### config.mk
export PLATFORM = sky130hd
export DESIGN_NAME = byte_alu
export DESIGN_NICKNAME = d
export VERILOG_FILES = /design/src/rtl/byte_alu_pkg.sv /design/src/rtl/byte_alu_addsub.sv /design/src/rtl/byte_alu_bitops.sv /design/src/rtl/byte_alu.sv
export SDC_FILE = /design/constraint.sdc
export NUM_CORES = 1
export LEC_CHECK = 0
export BUFFER_PORTS_ARGS = -buffer_cell sky130_fd_sc_hd__buf_2
export CAP_MARGIN = 0
export CELL_PAD_IN_SITES_DETAIL_PLACEMENT = 1
export CELL_PAD_IN_SITES_GLOBAL_PLACEMENT = 1
export CORE_ASPECT_RATIO = 1.1
export CORE_UTILIZATION = 34
export CTS_BUF_LIST = sky130_fd_sc_hd__clkbuf_8
export DETAILED_ROUTE_END_ITERATION = 6
export MAX_ROUTING_LAYER = met4
export PLACE_DENSITY = 0.72
export SLEW_MARGIN = 20
export SYNTH_ARGS = -nofsm -noshare
export SYNTH_HDL_FRONTEND = slang
export SYNTH_SLANG_ARGS = --single-unit
### constraint.sdc
create_clock -name clk -period 2.9 [get_ports clk]
set_input_delay 0.29 -clock clk [delete_from_list [all_inputs] [get_ports clk]]
set_output_delay 0.29 -clock clk [all_outputs]
set_load 0.005 [all_outputs]
### src/rtl/byte_alu_pkg.sv
package byte_alu_pkg;

    localparam int OPC_W = 5;

    typedef enum logic [OPC_W-1:0] {
        OP_ADD  = 5'd0,
        OP_ADC  = 5'd1,
        OP_SUB  = 5'd2,
        OP_SBC  = 5'd3,
        OP_CMP  = 5'd4,
        OP_CPC  = 5'd5,
        OP_AND  = 5'd6,
        OP_OR   = 5'd7,
        OP_XOR  = 5'd8,
        OP_COM  = 5'd9,
        OP_NEG  = 5'd10,
        OP_INC  = 5'd11,
        OP_DEC  = 5'd12,
        OP_LSL  = 5'd13,
        OP_LSR  = 5'd14,
        OP_ROL  = 5'd15,
        OP_ROR  = 5'd16,
        OP_ASR  = 5'd17,
        OP_SWAP = 5'd18
    } alu_op_e;

    // ordered to match status bits 5..0
    typedef struct packed {
        logic h;
        logic s;
        logic v;
        logic n;
        logic z;
        logic c;
    } alu_flags_t;

endpackage

### src/rtl/byte_alu_addsub.sv
module byte_alu_addsub #(
    parameter int W = 8
) (
    input  logic [W-1:0] a,
    input  logic [W-1:0] b,
    input  logic         cin,
    input  logic         sub,
    output logic [W-1:0] sum,
    output logic         cy,
    output logic         hc,
    output logic         ovf
);
    localparam int HW = W / 2;

    logic [W-1:0] b_eff;
    logic         c_eff;
    logic [W:0]   wide;
    logic [HW:0]  low;

    // subtraction as a + ~b + ~borrow; carries invert into borrows
    always_comb begin
        b_eff = sub ? ~b : b;
        c_eff = sub ? ~cin : cin;
        wide  = {1'b0, a} + {1'b0, b_eff} + {{W{1'b0}}, c_eff};
        low   = {1'b0, a[HW-1:0]} + {1'b0, b_eff[HW-1:0]} + {{HW{1'b0}}, c_eff};
        sum   = wide[W-1:0];
        cy    = sub ? ~wide[W] : wide[W];
        hc    = sub ? ~low[HW] : low[HW];
        ovf   = (a[W-1] == b_eff[W-1]) && (sum[W-1] != a[W-1]);
    end

endmodule

### src/rtl/byte_alu_bitops.sv
module byte_alu_bitops
    import byte_alu_pkg::*;
#(
    parameter int W = 8
) (
    input  alu_op_e      op,
    input  logic [W-1:0] a,
    input  logic [W-1:0] b,
    input  logic         cin,
    output logic [W-1:0] r,
    output logic         sout
);
    localparam int HW = W / 2;

    always_comb begin
        r    = a;
        sout = 1'b0;
        unique case (op)
            OP_AND:  r = a & b;
            OP_OR:   r = a | b;
            OP_XOR:  r = a ^ b;
            OP_COM:  r = ~a;
            OP_LSL: begin
                r    = {a[W-2:0], 1'b0};
                sout = a[W-1];
            end
            OP_LSR: begin
                r    = {1'b0, a[W-1:1]};
                sout = a[0];
            end
            OP_ROL: begin
                r    = {a[W-2:0], cin};
                sout = a[W-1];
            end
            OP_ROR: begin
                r    = {cin, a[W-1:1]};
                sout = a[0];
            end
            OP_ASR: begin
                r    = {a[W-1], a[W-1:1]};
                sout = a[0];
            end
            OP_SWAP: r = {a[HW-1:0], a[W-1:HW]};
            default: begin
                r    = a;
                sout = 1'b0;
            end
        endcase
    end

endmodule

### src/rtl/byte_alu.sv
module byte_alu
    import byte_alu_pkg::*;
#(
    parameter int W = 8
) (
    input  logic             clk,
    input  logic             rst_n,
    input  logic             op_valid,
    input  logic [OPC_W-1:0] op_code,
    input  logic [W-1:0]     opa,
    input  logic [W-1:0]     opb,
    output logic [W-1:0]     res,
    output logic             res_valid,
    output logic [5:0]       status
);
    localparam logic [W-1:0] ONE = W'(1);

    alu_op_e     op_w;
    alu_flags_t  flg_q, flg_d;
    logic [W-1:0] res_q, res_d;
    logic        vld_q;

    logic [W-1:0] as_a, as_b, as_sum;
    logic        as_cin, as_sub, as_cy, as_hc, as_ovf;
    logic [W-1:0] bo_r;
    logic        bo_sout;

    assign op_w = alu_op_e'(op_code);

    // operand steering for the shared adder
    always_comb begin
        as_a   = opa;
        as_b   = opb;
        as_cin = 1'b0;
        as_sub = 1'b0;
        unique case (op_w)
            OP_ADC:         as_cin = flg_q.c;
            OP_SUB, OP_CMP: as_sub = 1'b1;
            OP_SBC, OP_CPC: begin
                as_sub = 1'b1;
                as_cin = flg_q.c;
            end
            OP_NEG: begin
                as_a   = '0;
                as_b   = opa;
                as_sub = 1'b1;
            end
            OP_INC:         as_b = ONE;
            OP_DEC: begin
                as_b   = ONE;
                as_sub = 1'b1;
            end
            default: ;
        endcase
    end

    byte_alu_addsub #(.W(W)) i_addsub (
        .a   (as_a),
        .b   (as_b),
        .cin (as_cin),
        .sub (as_sub),
        .sum (as_sum),
        .cy  (as_cy),
        .hc  (as_hc),
        .ovf (as_ovf)
    );

    byte_alu_bitops #(.W(W)) i_bitops (
        .op   (op_w),
        .a    (opa),
        .b    (opb),
        .cin  (flg_q.c),
        .r    (bo_r),
        .sout (bo_sout)
    );

    // next result and per-operation flag subset
    always_comb begin
        flg_d = flg_q;
        res_d = opa;
        unique case (op_w)
            OP_ADD, OP_ADC, OP_SUB, OP_NEG: begin
                res_d   = as_sum;
                flg_d.c = as_cy;
                flg_d.h = as_hc;
                flg_d.v = as_ovf;
                flg_d.n = as_sum[W-1];
                flg_d.z = (as_sum == '0);
            end
            OP_SBC: begin
                res_d   = as_sum;
                flg_d.c = as_cy;
                flg_d.h = as_hc;
                flg_d.v = as_ovf;
                flg_d.n = as_sum[W-1];
                flg_d.z = (as_sum == '0) & flg_q.z;
            end
            OP_CMP, OP_CPC: begin
                res_d   = opa;
                flg_d.c = as_cy;
                flg_d.h = as_hc;
                flg_d.v = as_ovf;
                flg_d.n = as_sum[W-1];
                flg_d.z = (op_w == OP_CPC) ? ((as_sum == '0) & flg_q.z)
                                           : (as_sum == '0);
            end
            OP_AND, OP_OR, OP_XOR, OP_COM: begin
                res_d   = bo_r;
                flg_d.v = 1'b0;
                flg_d.n = bo_r[W-1];
                flg_d.z = (bo_r == '0);
                if (op_w == OP_COM) flg_d.c = 1'b1;
            end
            OP_INC, OP_DEC: begin
                res_d   = as_sum;
                flg_d.v = as_ovf;
                flg_d.n = as_sum[W-1];
                flg_d.z = (as_sum == '0);
            end
            OP_LSL, OP_LSR, OP_ROL, OP_ROR, OP_ASR: begin
                res_d   = bo_r;
                flg_d.c = bo_sout;
                flg_d.n = bo_r[W-1];
                flg_d.v = bo_r[W-1] ^ bo_sout;
                flg_d.z = (bo_r == '0);
            end
            OP_SWAP: res_d = bo_r;
            default: res_d = opa;
        endcase
        flg_d.s = flg_d.n ^ flg_d.v;
    end

    always_ff @(posedge clk or negedge rst_n) begin
        if (!rst_n) begin
            flg_q <= '0;
            res_q <= '0;
            vld_q <= 1'b0;
        end else begin
            vld_q <= op_valid;
            if (op_valid) begin
                flg_q <= flg_d;
                res_q <= res_d;
            end
        end
    end

    assign res       = res_q;
    assign res_valid = vld_q;
    assign status    = flg_q;

endmodule

# ---- Word level (Yosys, flattened, before mapping)
# Index checks and enable logic that the tools add are counted.
dict set report totals {
  out_inout_bits 15
  wordCells 80
  regBits 15
  input_bits 24
}
dict set report classes {
  n_reduce_logical 21
  add_sub_neg 4
  mux 15
  eq_ne 21
  bitwise 11
}
# op n
set ops {}
lappend ops {{8-bit case mux with 10 select lines} 1}
lappend ops {{5-bit by 4-bit == test with 1-bit output (second input constant)} 8}
lappend ops {{8-bit case mux with 2 select lines} 2}
lappend ops {{5-bit by 3-bit == test with 1-bit output (second input constant)} 4}
lappend ops {{8-bit logical NOT} 2}
lappend ops {{8-bit two-way mux} 2}
lappend ops {{8-bit inverter} 2}
lappend ops {{5-bit == test (second input constant)} 3}
lappend ops {{3-bit case mux with 5 select lines} 1}
lappend ops {{7-bit OR reduction} 2}
lappend ops {{6-bit OR reduction} 2}
lappend ops {{5-bit by 2-bit == test with 1-bit output (second input constant)} 2}
lappend ops {{10-bit OR reduction} 1}
lappend ops {{8-bit by 8-bit adder with 9-bit output} 1}
lappend ops {{9-bit by 1-bit adder with 9-bit output} 1}
lappend ops {{8-bit AND} 1}
lappend ops {{8-bit OR} 1}
lappend ops {{8-bit bitwise XOR} 1}
lappend ops {{1-bit two-way mux} 7}
lappend ops {{2-bit OR reduction} 3}
lappend ops {{3-bit OR reduction} 2}
lappend ops {{4-bit by 4-bit adder with 5-bit output} 1}
lappend ops {{5-bit by 1-bit adder with 5-bit output} 1}
lappend ops {{5-bit by 1-bit == test with 1-bit output (second input constant)} 1}
lappend ops {{other kinds (16)} 20}

# ---- Logic depth before layout (Yosys ltp)
dict set report depth {
  word_depth 12
  mapped_depth 18
  ltp_nobuf 17
}

# ---- Cells and area by module
# From an unflattened synthesis, not the netlist that was laid out.
dict set report hier_totals {
  hier_cells 330
  area_unflattened_um2 2665.1
}
# module cells_each area_per_inst_um2 instances
set by_module_without_submodules {}
lappend by_module_without_submodules {byte_alu 148 1233.7 1}
lappend by_module_without_submodules {byte_alu_bitops 132 1007.2 1}
lappend by_module_without_submodules {byte_alu_addsub 50 424.2 1}

# ---- Least setup slack after synthesis
# Ideal clock, no wire load.
dict set report synth_timing {
  kind {in2reg}
  from {in op_code[2]}
  to {reg flg_q (netlist bit status[1])}
  setup_slack_ns -0.306
  t_arrival_ns 3.110
  cell_stages 17
  cell_sequence {buf_2 > nor3b_1 > nand2_1 > a21oi_1 > inv_1 > o21ai_0 > o221ai_1 > fa_1 > inv_1 > fa_1 > nor2b_1 > o21ai_1 > nand2_1 > nor2_1 > nor2_1 > or4_1 > o31ai_1}
}
dict set report synth_between {
  elab_chain_cells 11
  word_cells_on_any_way 44
  classes_between {add/sub (2); eq/ne (18); mux (9); bitwise (3); reduce/logical (12)}
}
# item line
set synth_rtl {}
lappend synth_rtl {{from (decl)} byte_alu.sv:9} ;# input logic [OPC_W-1:0] op_code,
lappend synth_rtl {{5-bit by 4-bit == test with 1-bit output} {byte_alu.sv:36, byte_alu.sv:81}}
lappend synth_rtl {{2-bit OR reduction (no line)} n/a}
lappend synth_rtl {{8-bit case mux with 2 select lines} byte_alu.sv:36} ;# unique case (op_w)
lappend synth_rtl {{8-bit inverter} byte_alu_addsub.sv:22} ;# b_eff = sub ? ~b : b;
lappend synth_rtl {{8-bit two-way mux} byte_alu_addsub.sv:22}
lappend synth_rtl {{8-bit by 8-bit adder with 9-bit output} byte_alu_addsub.sv:24} ;# wide = {1'b0, a} + {1'b0, b_eff} + {{W{1'b0}}, c_eff};
lappend synth_rtl {{9-bit by 1-bit adder with 9-bit output} byte_alu_addsub.sv:24}
lappend synth_rtl {{8-bit logical NOT} n/a}
lappend synth_rtl {{1-bit AND} {byte_alu.sv:96, byte_alu.sv:104}}
lappend synth_rtl {{1-bit two-way mux} byte_alu.sv:104} ;# flg_d.z = (op_w == OP_CPC) ? ((as_sum == '0) & flg_q.z)
lappend synth_rtl {{3-bit case mux with 5 select lines} byte_alu.sv:81} ;# unique case (op_w)
lappend synth_rtl {{to (signal assigned)} byte_alu.sv:141} ;# flg_q <= flg_d;
lappend synth_rtl {{to (decl)} byte_alu.sv:19} ;# alu_flags_t flg_q, flg_d;
# Parallel ways exist; a longest one is shown, timed or not.
# A chain may end at the register's enable or synchronous reset.

# ---- Worst setup path after layout
# Ends and elaborated chain as after synthesis.

==> reports/metrics.csv <==
stage,metric,value,unit
detailed_routing,vias,2738,
sta,RSZ-0062 raised after global routing,true,
final_layout,final net count,443,
flow_run,Max-Cap Viols,0,
sta,final hold vios,0,
die,Starting Density,0.358,
pwr,Logic pwr share,0.613,
synth,ys async rst share,1.00,
final_layout,"most common cell after layout, fill and taps aside",buf_4,
clock_network,CTS root buf,clkbuf_8,
sta,Final WS setup,-0.112,ns
sta,Final Cycle Share,1.04,
worst_hold_path,HP Class,in2reg,
synth,Syn Area/Cell,7.60,µm²
final_layout,most frequent cells in the layout,"buf_4, buf_2, nor2_1, nand2_1, inv_1",
clock_network,clk slew on worst S/H paths,0.06,ns
sta,setup TNS,-0.123,ns
final_layout,share of layout cells above drive strength 1,0.341,
synth,library cells used by synthesis,68,
worst_setup_path,Crit Path Class,in2reg,
global_routing,first-pass GRT wire length,14100,µm
place,HPWL after detailed placement,6980,µm
synth,"Seq/Total Area, Yosys",0.156,
pwr,Switching Share,0.399,
synth,synth top area cells,"dfrtp_1, ha_1, nor2_1",
sta,slew margin rel.,0.443,
die,Die Y,90.2,µm
final_layout,synthesis-to-layout area growth,32.5,%
global_routing,total global-route track usage,0.247,
synth,ys flop type,dfrtp_1,
place,DP Cell Count,468,
detailed_routing,drt first pass iters,4,
worst_setup_path,Crit. End Element,register,
place,DP Worst Slack,-0.525,ns
pwr,power per cell area,352,nW/µm²
die,core area,6710,µm²
sta,count of final setup violators,3,
detailed_routing,total detailed-routing wirelength,8640,µm
synth,Yosys reg bits,15,
synth,Syn Std Cell Area,2400,µm²
pwr,Sequential Power Share,0.243,
pwr,sw power,0.447,mW
place,port bufs,38,
synth,Post-synth EDFFs,0,
sta,min Tclk post-route,3.01,ns
global_routing,vias in the first global route,2844,
global_routing,pin count of the biggest net entering global routing,26,
detailed_routing,Residual DRC,0,
global_routing,total gr overflow,0,
synth,largest area contributor in the netlist,dfrtp_1,
synth,Yosys Warn Count,0,
synth,Synth Net Count,365,
outcome,status,finished with violations,
pwr,Clock power frac,0.144,
worst_setup_path,WP data arrival,3.16,ns
pwr,P_leak,1.49,nW
clock_network,clk_lat worst skew,0.24,ns
clock_network,TritonCTS clock tree,yes,
global_routing,initial antenna violation count,0,
pwr,Pint,0.674,mW
sta,Worst-Margin Slew,0.835,ns
sta,Max Clk Rate,332,MHz
pwr,total chip power,1.12,mW
place,RePlAce Congestion,0.870,
pwr,Max VDD drop,0.337,mV
final_layout,antenna cells,0,
synth,share of the synthesized area in the top cell type,0.156,
worst_setup_path,Critical Path Fanout Max,3,
die,die width,82.1,µm
outcome,violated checks,setup timing,
detailed_routing,WL per Instance,18.2,µm
sta,Worst Clk Skew,0.00495,ns
clock_network,cts bufs inserted,3,
clock_network,CTS sink count,15,
detailed_routing,Detailed Route Iter0 Violations,179,
die,Rows,31,
synth,Post-Syn Instances,316,
detailed_routing,Via density,5.76,
clock_network,clock buffer depth,2,
worst_setup_path,CP startpoint kind,primary input,
worst_setup_path,worst endpoint required time,3.05,ns
die,die footprint,7410,µm²
final_layout,final non-filler cell total,475,
detailed_routing,ANT nets after route,0,
clock_network,# H-tree levels,1,
final_layout,# fillers,854,
sta,Pins Over Slew Limit,0,
die,IO Pins,39,
-- critical path: stages --
cell and delay [ns]:
buf_6 0.10, or3b_4 0.39, nor3_2 0.13, a21oi_2 0.07, nand3_1 0.07, nand2_1 0.06, nand2_1 0.08, o221ai_2 0.10
fa_2 0.39, inv_2 0.08, fa_2 0.22, nor2b_2 0.06, o21ai_2 0.16, nand2_1 0.11, nor2_1 0.09, nor2_1 0.06
or4_1 0.50, o31ai_1 0.20
-- repair_timing --
action	CTS	global route
hold endpoints to repair	15	0
resized for setup	19	8
hold buffers	1	0
pin swaps	10	11
setup buffers	1	1
setup endpoints to repair	7	7
-- routing by layer --
metal  track usage  vias to the layer above  wire, µm
met5             -                        -         0
met1         0.335                     1327      3800
met3        0.0122                        8       488
met2         0.390                       91      4260
met4        0.0716                        0        91
li1              -                     1312         -
-- synthesized netlist by cell type, types with 3 or more instances --
cell type / number
a31oi_1: 4
o211ai_1: 3
and3_1: 4
xnor2_1: 5
nand2_1: 27
inv_1: 26
nor2_1: 33
nor2b_1: 6
buf_6: 4
o2111ai_1: 3
a2111oi_1: 3
o21ai_0: 13
a221oi_1: 3
mux2i_1: 5
nor3b_1: 3
xor2_1: 9
buf_2: 4
nand4_1: 3
clkbuf_1: 9
a22o_1: 5
nor3_1: 7
dfrtp_1: 15
nand3_1: 9
and2_1: 4
o2bb2ai_1: 4
ha_1: 23
a21oi_1: 17
a22oi_1: 11
-- power groups by stage --
stage	registers [mW]	clock network [mW]	logic [mW]
finish	0.272	0.162	0.686
global route	0.278	0.171	0.752
CTS	0.273	0.165	0.665
detailed placement	0.276	0	0.627
global placement	0.274	0	0.609
floorplan	0.279	0	0.343
-- cell type report --
cell class	instances	area, µm²	area share
Clock inverter	1	3.75	0.00118
Inverter	27	101	0.0318
Multi-Input combinational cell	254	1920	0.605
Sequential cell	15	375	0.118
Tap cell	82	103	0.0322
Timing Repair Buffer	93	634	0.199
Clock buffer	3	41.3	0.0130
-- flip-flops by register name, indices dropped and copies added (netlist names) --
name / count
res: 8
res_valid: 1
status: 6
-- per-stage QoR --
| step | hold slack, ns | instance area (µm²) | utilization |
|---|---|---|---|
| 6_report | 0.428 | 3180 | 0.474 |
| 4_1_cts | 0.423 | 3150 | 0.469 |
| 3_3_place_gp | 0.204 | 3010 | 0.448 |
| 5_1_grt | 0.436 | 3180 | 0.474 |
| 3_5_place_dp | 0.210 | 3010 | 0.448 |
| 2_1_floorplan | -0.00559 | 2430 | - |
-- logic make-up after synthesis --
family,share of synthesized area
buffers and inverters,0.0911
adder cells (fa/ha/maj),0.136
AND/OR/NAND/NOR,0.241
flip-flops,0.156
AO/OA/AOI/OAI,0.299
multiplexers,0.0255
XOR/XNOR,0.0510
-- worst paths after layout --
check                            end       start  cells after the start  slack [ns]
setup reg to reg           status[1]   status[0]                     12        0.14
min in group asynchronous  res_valid       rst_n                      2        0.48
setup / recovery           status[1]  op_code[2]                     18       -0.11
hold reg to reg            status[5]   status[5]                      2        0.49
max in group asynchronous     res[2]       rst_n                      2        2.17
hold / removal             res_valid    op_valid                      2        0.43
No activity file was read; power rests on OpenSTA's default activity.
